## config.mk

```make
export PLATFORM = sky130hd
export DESIGN_NAME = sync_flag_fifo
export DESIGN_NICKNAME = d
export VERILOG_FILES = /design/src/rtl/fifo_pkg.sv /design/src/rtl/fifo_ptr.sv /design/src/rtl/fifo_store.sv /design/src/rtl/fifo_flag_ctl.sv /design/src/rtl/sync_flag_fifo.sv
export SDC_FILE = /design/constraint.sdc
export NUM_CORES = 1
export LEC_CHECK = 0
export ABC_AREA = 1
export ABC_CLOCK_PERIOD_IN_PS = 1690
export BUFFER_PORTS_ARGS = -buffer_cell sky130_fd_sc_hd__buf_2
export CAP_MARGIN = 30
export CORE_UTILIZATION = 30
export DETAILED_ROUTE_END_ITERATION = 12
export GPL_TIMING_DRIVEN = 1
export SLEW_MARGIN = 20
export SYNTH_ARGS = -nofsm -noshare
export SYNTH_HDL_FRONTEND = slang
export SYNTH_SLANG_ARGS = --single-unit
```

## constraint.sdc

```tcl
create_clock -name clk -period 1.69 [get_ports clk]
set_input_delay 0.169 -clock clk [delete_from_list [all_inputs] [get_ports clk]]
set_output_delay 0.169 -clock clk [all_outputs]
set_load 0.005 [all_outputs]
```

## src/rtl/fifo_pkg.sv

```systemverilog
// Shared types for the flag-register FIFO.
// Assumes nothing beyond IEEE 1800-2017 packages.
package fifo_pkg;

    // Operation accepted by the queue in one cycle, after the full/empty gating
    typedef enum logic [1:0] {
        OP_IDLE = 2'b00,
        OP_POP  = 2'b01,
        OP_PUSH = 2'b10,
        OP_BOTH = 2'b11
    } fifo_op_e;

endpackage

```

## src/rtl/fifo_ptr.sv

```systemverilog
// Binary wrapping pointer with count enable.
// Shows both the registered value and the value it takes at the next edge.
// Assumes the depth is 2**PTR_W, so natural overflow gives the wrap.
module fifo_ptr #(
    parameter int PTR_W = 4
) (
    input  logic             clk,
    input  logic             rst_n,
    input  logic             adv,
    output logic [PTR_W-1:0] ptr_q,
    output logic [PTR_W-1:0] ptr_nxt
);

    // Next pointer value: increment when the operation is accepted
    always_comb begin
        ptr_nxt = adv ? ptr_q + PTR_W'(1) : ptr_q;
    end

    // Pointer register with synchronous active-low reset
    always_ff @(posedge clk) begin
        if (!rst_n) ptr_q <= '0;
        else        ptr_q <= ptr_nxt;
    end

endmodule

```

## src/rtl/fifo_store.sv

```systemverilog
// Two-port storage array: synchronous write port, combinational read port.
// Assumes the write address is only driven with an accepted write.
// Contents are not reset.
module fifo_store #(
    parameter int DATA_W = 8,
    parameter int ADDR_W = 4
) (
    input  logic              clk,
    input  logic              we,
    input  logic [ADDR_W-1:0] waddr,
    input  logic [DATA_W-1:0] wdata,
    input  logic [ADDR_W-1:0] raddr,
    output logic [DATA_W-1:0] rdata
);

    localparam int DEPTH = 1 << ADDR_W;

    logic [DATA_W-1:0] mem_q [DEPTH];

    // Write port: store the word on the clock edge
    always_ff @(posedge clk) begin
        if (we) mem_q[waddr] <= wdata;
    end

    // Read port: combinational look-up at the read address
    always_comb begin
        rdata = mem_q[raddr];
    end

endmodule

```

## src/rtl/fifo_flag_ctl.sv

```systemverilog
// Full/empty flag state machine.
// Inputs are the accepted operation and whether the pointers will be equal
// after it. A lone push can only make the pointers meet when full; a lone
// pop can only make them meet when empty; anything else holds the flags.
module fifo_flag_ctl
    import fifo_pkg::*;
(
    input  logic     clk,
    input  logic     rst_n,
    input  fifo_op_e op,
    input  logic     ptr_eq_nxt,
    output logic     full_q,
    output logic     empty_q
);

    logic full_d;
    logic empty_d;

    // Truth table for next flag values
    always_comb begin
        full_d  = full_q;
        empty_d = empty_q;
        case (op)
            OP_PUSH: begin
                full_d  = ptr_eq_nxt;
                empty_d = 1'b0;
            end
            OP_POP: begin
                full_d  = 1'b0;
                empty_d = ptr_eq_nxt;
            end
            default: begin
                full_d  = full_q;
                empty_d = empty_q;
            end
        endcase
    end

    // Flag registers; reset lands in the empty state
    always_ff @(posedge clk) begin
        if (!rst_n) begin
            full_q  <= 1'b0;
            empty_q <= 1'b1;
        end else begin
            full_q  <= full_d;
            empty_q <= empty_d;
        end
    end

endmodule

```

## src/rtl/sync_flag_fifo.sv

```systemverilog
// Single-clock FIFO queue with registered full and empty flags.
// Gating: a pop needs a non-empty queue; a push needs room or a same-cycle pop.
// Assumes DEPTH = 2**ADDR_W (ADDR_W >= 1). HALF_EN selects the half-full output.
module sync_flag_fifo
    import fifo_pkg::*;
#(
    parameter int DATA_W  = 8,
    parameter int ADDR_W  = 4,
    parameter bit HALF_EN = 1'b1
) (
    input  logic              clk,
    input  logic              rst_n,
    input  logic              wr_en,
    input  logic [DATA_W-1:0] wr_data,
    input  logic              rd_en,
    output logic [DATA_W-1:0] rd_data,
    output logic              full,
    output logic              empty,
    output logic              half_full
);

    localparam int DEPTH = 1 << ADDR_W;
    localparam int OCC_W = ADDR_W + 1;

    logic              push_ok;
    logic              pop_ok;
    fifo_op_e          op;
    logic [ADDR_W-1:0] wptr_q, wptr_nxt;
    logic [ADDR_W-1:0] rptr_q, rptr_nxt;
    logic              full_q, empty_q;

    // Accept strobes only when the queue state allows them
    always_comb begin
        pop_ok  = rd_en && !empty_q;
        push_ok = wr_en && (!full_q || pop_ok);
        op      = fifo_op_e'({push_ok, pop_ok});
    end

    fifo_ptr #(.PTR_W(ADDR_W)) u_wptr (
        .clk     (clk),
        .rst_n   (rst_n),
        .adv     (push_ok),
        .ptr_q   (wptr_q),
        .ptr_nxt (wptr_nxt)
    );

    fifo_ptr #(.PTR_W(ADDR_W)) u_rptr (
        .clk     (clk),
        .rst_n   (rst_n),
        .adv     (pop_ok),
        .ptr_q   (rptr_q),
        .ptr_nxt (rptr_nxt)
    );

    fifo_store #(.DATA_W(DATA_W), .ADDR_W(ADDR_W)) u_store (
        .clk   (clk),
        .we    (push_ok),
        .waddr (wptr_q),
        .wdata (wr_data),
        .raddr (rptr_q),
        .rdata (rd_data)
    );

    fifo_flag_ctl u_flags (
        .clk        (clk),
        .rst_n      (rst_n),
        .op         (op),
        .ptr_eq_nxt (wptr_nxt == rptr_nxt),
        .full_q     (full_q),
        .empty_q    (empty_q)
    );

    // Flags leave the block straight from their registers
    always_comb begin
        full  = full_q;
        empty = empty_q;
    end

    generate
        if (HALF_EN) begin : g_half
            logic [OCC_W-1:0] occ;
            // Occupancy from the pointer difference; the full flag supplies DEPTH
            always_comb begin
                occ       = full_q ? OCC_W'(DEPTH) : {1'b0, wptr_q - rptr_q};
                half_full = occ >= OCC_W'(DEPTH / 2);
            end
        end else begin : g_no_half
            // Half-full indication not built
            always_comb begin
                half_full = 1'b0;
            end
        end
    endgenerate

endmodule

```

==> flow_summary_export.csv <==
group,metric,value,unit
run_status,outcome,"finished, violations left",
run_status,violations,"negative setup slack",
power,swShare,0.253,
worst_setup_path,critPathBufInv,4,
clocking,cts_made_buffers,17,
worst_setup_path,crit_chain,"buf_12 -> buf_12 -> buf_16 -> nor2_1 -> o221ai_1 -> o211ai_1 -> nand2_1 -> buf_2",
global_route,antenna_found_initial,1,
global_route,grt_pass1_wl,23.4,mm
synthesis,synth_seq_cells,138,
routing,via_per_inst,5.19,
clocking,cts_root_buf,"clkbuf_16",
power,p_comb_frac,0.122,
floorplan,fp-row-count,50,
power,power.switching,2190,uW
sta,slew_headroom,0.789,
placed_design,hpwl,8.57,mm
power,p_seq_frac,0.448,
min_path,hold_class,"in -> reg",
placed_design,portBuffers,22,
floorplan,start_util,0.307,
synthesis,synthTopCellsByArea,"edfxtp_1, nor2_1, o21ai_0",
sta,period_share,1.19,
power,p_int,6460,uW
sta,tightestPinTransition,0.316,ns
sta,finalClockSkew,0.0111,ns
worst_setup_path,path_max_fanout,8,
sta,setup-tns-final,-2.36,ns
worst_setup_path,crit_top_cell,"buf_12",
clocking,cts_tree,"built",
worst_setup_path,cp-end-kind,"primary output",
finish,drive_above_1_share,0.286,
placed_design,gp_congestion,0.834,
routing,drt_iter0_markers,338,
floorplan,die_h,140,um
floorplan,die_x,140,um
clocking,clock-sinks,138,
sta,setup_violations,9,
synthesis,synth_cell_types,25,
worst_setup_path,path_class,"reg -> out",
finish,nets,556,
placed_design,dp_slack,0.0447,ns
power,power_density,1160,nW/um^2
clocking,cts_htree_levels,4,
power,clkPwrFrac,0.430,
worst_setup_path,worst_path_dominant_cell_family,"buffers and inverters",
worst_setup_path,critical_path.max_stage_delay,0.41,ns
finish,nFillCells,1774,
power,ir_drop,860,uV
finish,final-seq-area,4050,sq um
worst_setup_path,cp.required,1.52,ns
run,drv_cap,0,
routing,drt_pass1_iterations,5,
worst_setup_path,cpMaxStageDelayCell,"dfxtp_4",
floorplan,fp.dieArea,19700,sq um
finish,syn_to_final_growth,29.7,%
global_route,grt_max_degree,33,
clocking,clk_latency,0.42,ns
synthesis,netlist_area,5750,sq um
global_route,grt_use_total,0.161,
global_route,grt_pass1_vias,4102,
synthesis,syn_nets,497,
worst_setup_path,cp_data_arrival_time,1.83,ns
sta,drv_slew,0,
sta,fin_ws,-0.313,ns
sta,finalHoldViolCount,0,
worst_setup_path,r2r_slack,0.05,ns
synthesis,ys_warn_count,0,
synthesis,yosysTopAreaCellShare,0.668,
sta,rsz0062_at_grt,"true",
power,p_leak,0.00257,uW
clocking,cts_hold_buf,0,
synthesis,synthCells,476,
floorplan,io_pins,23,
routing,wl_per_cell,19.2,um
worst_setup_path,cp-start-kind,"register",
synthesis,synth_largest_area_cell,"edfxtp_1",
global_route,grt_overflow,0,
finish,multiInputGateArea,1770,sq um
sta,fmax,0.499,GHz
routing,drc,0,
routing,vias,4060,
routing,wirelength,15.0,mm
clocking,clk_pin_slew,0.06,ns
sta,finalCriticalPeriod,2.00,ns
synthesis,ys_seq_area_frac,0.703,
routing,ant_nets,0,
synthesis,synth.avg_cell_area,12.1,sq um
clocking,cts_buffer_depth,2,
floorplan,core_area,18800,sq um
flip-flops by register name, indices dropped and copies added, names as in the netlist:
signal and flops:
u_rptr.ptr_q 4, u_flags.full_q 1, u_flags.empty_q 1, u_wptr.ptr_q 4, u_store.mem_q 128
timing repair:
item / 4_1_cts / 5_1_grt
gates cloned: 7 / 0
pin swaps: 21 / 22
resized for setup: 73 / 34
setup endpoints to repair: 9 / 11
buffers inserted: 5 / 1
per-stage QoR:
stage,utilization,std cells,power [uW],hold WS (ns),area [sq um]
floorplan,-,476,4400,0.268,5750
global placement,0.337,737,4720,0.519,6320
detailed placement,0.337,737,4740,0.544,6320
CTS,0.391,781,8630,0.120,7340
global route,0.397,782,8960,0.130,7460
finish,0.398,783,8650,0.121,7460
per-layer routing:
metal | GRT usage | wire, um | vias to the layer above
met5 | 0 | 0 | -
li1 | - | - | 1872
met2 | 0.260 | 7370 | 123
met4 | 0.0509 | 200 | 0
met1 | 0.213 | 6680 | 2049
met3 | 0.0414 | 788 | 16
cell usage after synthesis:
| master | instances |
|---|---|
| o21ai_0 | 63 |
| nand3_1 | 15 |
| clkinv_1 | 2 |
| nand2_1 | 52 |
| nor2_1 | 93 |
| nand4_1 | 2 |
| a21oi_1 | 4 |
| o221ai_1 | 21 |
| o21ai_1 | 4 |
| xnor2_1 | 4 |
| inv_1 | 12 |
| ha_1 | 9 |
| a21boi_4 | 1 |
| o211ai_1 | 11 |
| nand2_2 | 4 |
| o22ai_1 | 11 |
| buf_6 | 2 |
| buf_4 | 1 |
| inv_2 | 3 |
| buf_2 | 7 |
| nor3_1 | 1 |
| edfxtp_1 | 128 |
| dfxtp_1 | 10 |
| nor2_2 | 1 |
| clkbuf_1 | 15 |
power groups by stage:
stage | clock network [uW] | registers [uW] | logic [uW]
after floorplan | 0 | 3930 | 473
after global placement | 0 | 3930 | 787
after detailed placement | 0 | 3940 | 805
after CTS | 3740 | 3870 | 1010
after global routing | 3930 | 3880 | 1150
final | 3720 | 3870 | 1060
final timing paths:
kind | from | to | cells past startpoint
setup reg to reg | u_rptr.ptr_q[0] | u_flags.empty_q | 12
setup / recovery | u_rptr.ptr_q[0] | rd_data[0] | 8
hold / removal | rst_n | u_wptr.ptr_q[1] | 3
hold reg to reg | u_flags.empty_q | u_flags.empty_q | 2
placed cells by master, fill, tap and decap left out, types with 6 or more instances in the layout:
cell,netlist,layout
edfxtp_1,128,128
nor2_1,93,76
nand2_1,52,48
o21ai_0,63,33
o21ai_1,4,29
buf_4,1,27
buf_2,7,22
clkbuf_16,0,17
nor2_2,1,13
nand3_1,15,13
o221ai_1,21,12
o211ai_1,11,11
inv_1,12,10
o22ai_1,11,10
o221ai_2,0,9
nand2_2,4,8
buf_12,0,8
buf_16,0,7
dfxtp_1,10,6
area by class of cell:
| class | count | share of cell area |
|---|---|---|
| antenna | 1 | 0.000335 |
| clock buffer | 18 | 0.0575 |
| clock inverter | 14 | 0.0215 |
| inverter | 17 | 0.0107 |
| multi-input combinational | 296 | 0.237 |
| sequential | 138 | 0.543 |
| tap | 234 | 0.0392 |
| timing repair buffer | 65 | 0.0907 |
cell families after synthesis:
logic type	count (synthesis)	share of synthesized area
xor+xnor	4	0.00609
simple gates	168	0.116
compound gates	115	0.123
buf+inv	42	0.0322
flops	138	0.703
fa+ha+maj	9	0.0196
worst reg2reg max path, cell delays in order (launching register included):
cell,delay [ns]
dfxtp_4,0.38
buf_4,0.14
buf_6,0.12
ha_4,0.16
xnor2_2,0.15
nand2_1,0.08
nand2_2,0.08
inv_1,0.04
nand2_1,0.05
nand2_1,0.05
nor2_2,0.11
nand3_1,0.09
o21ai_1,0.13
(Power assumes the default switching activity.)
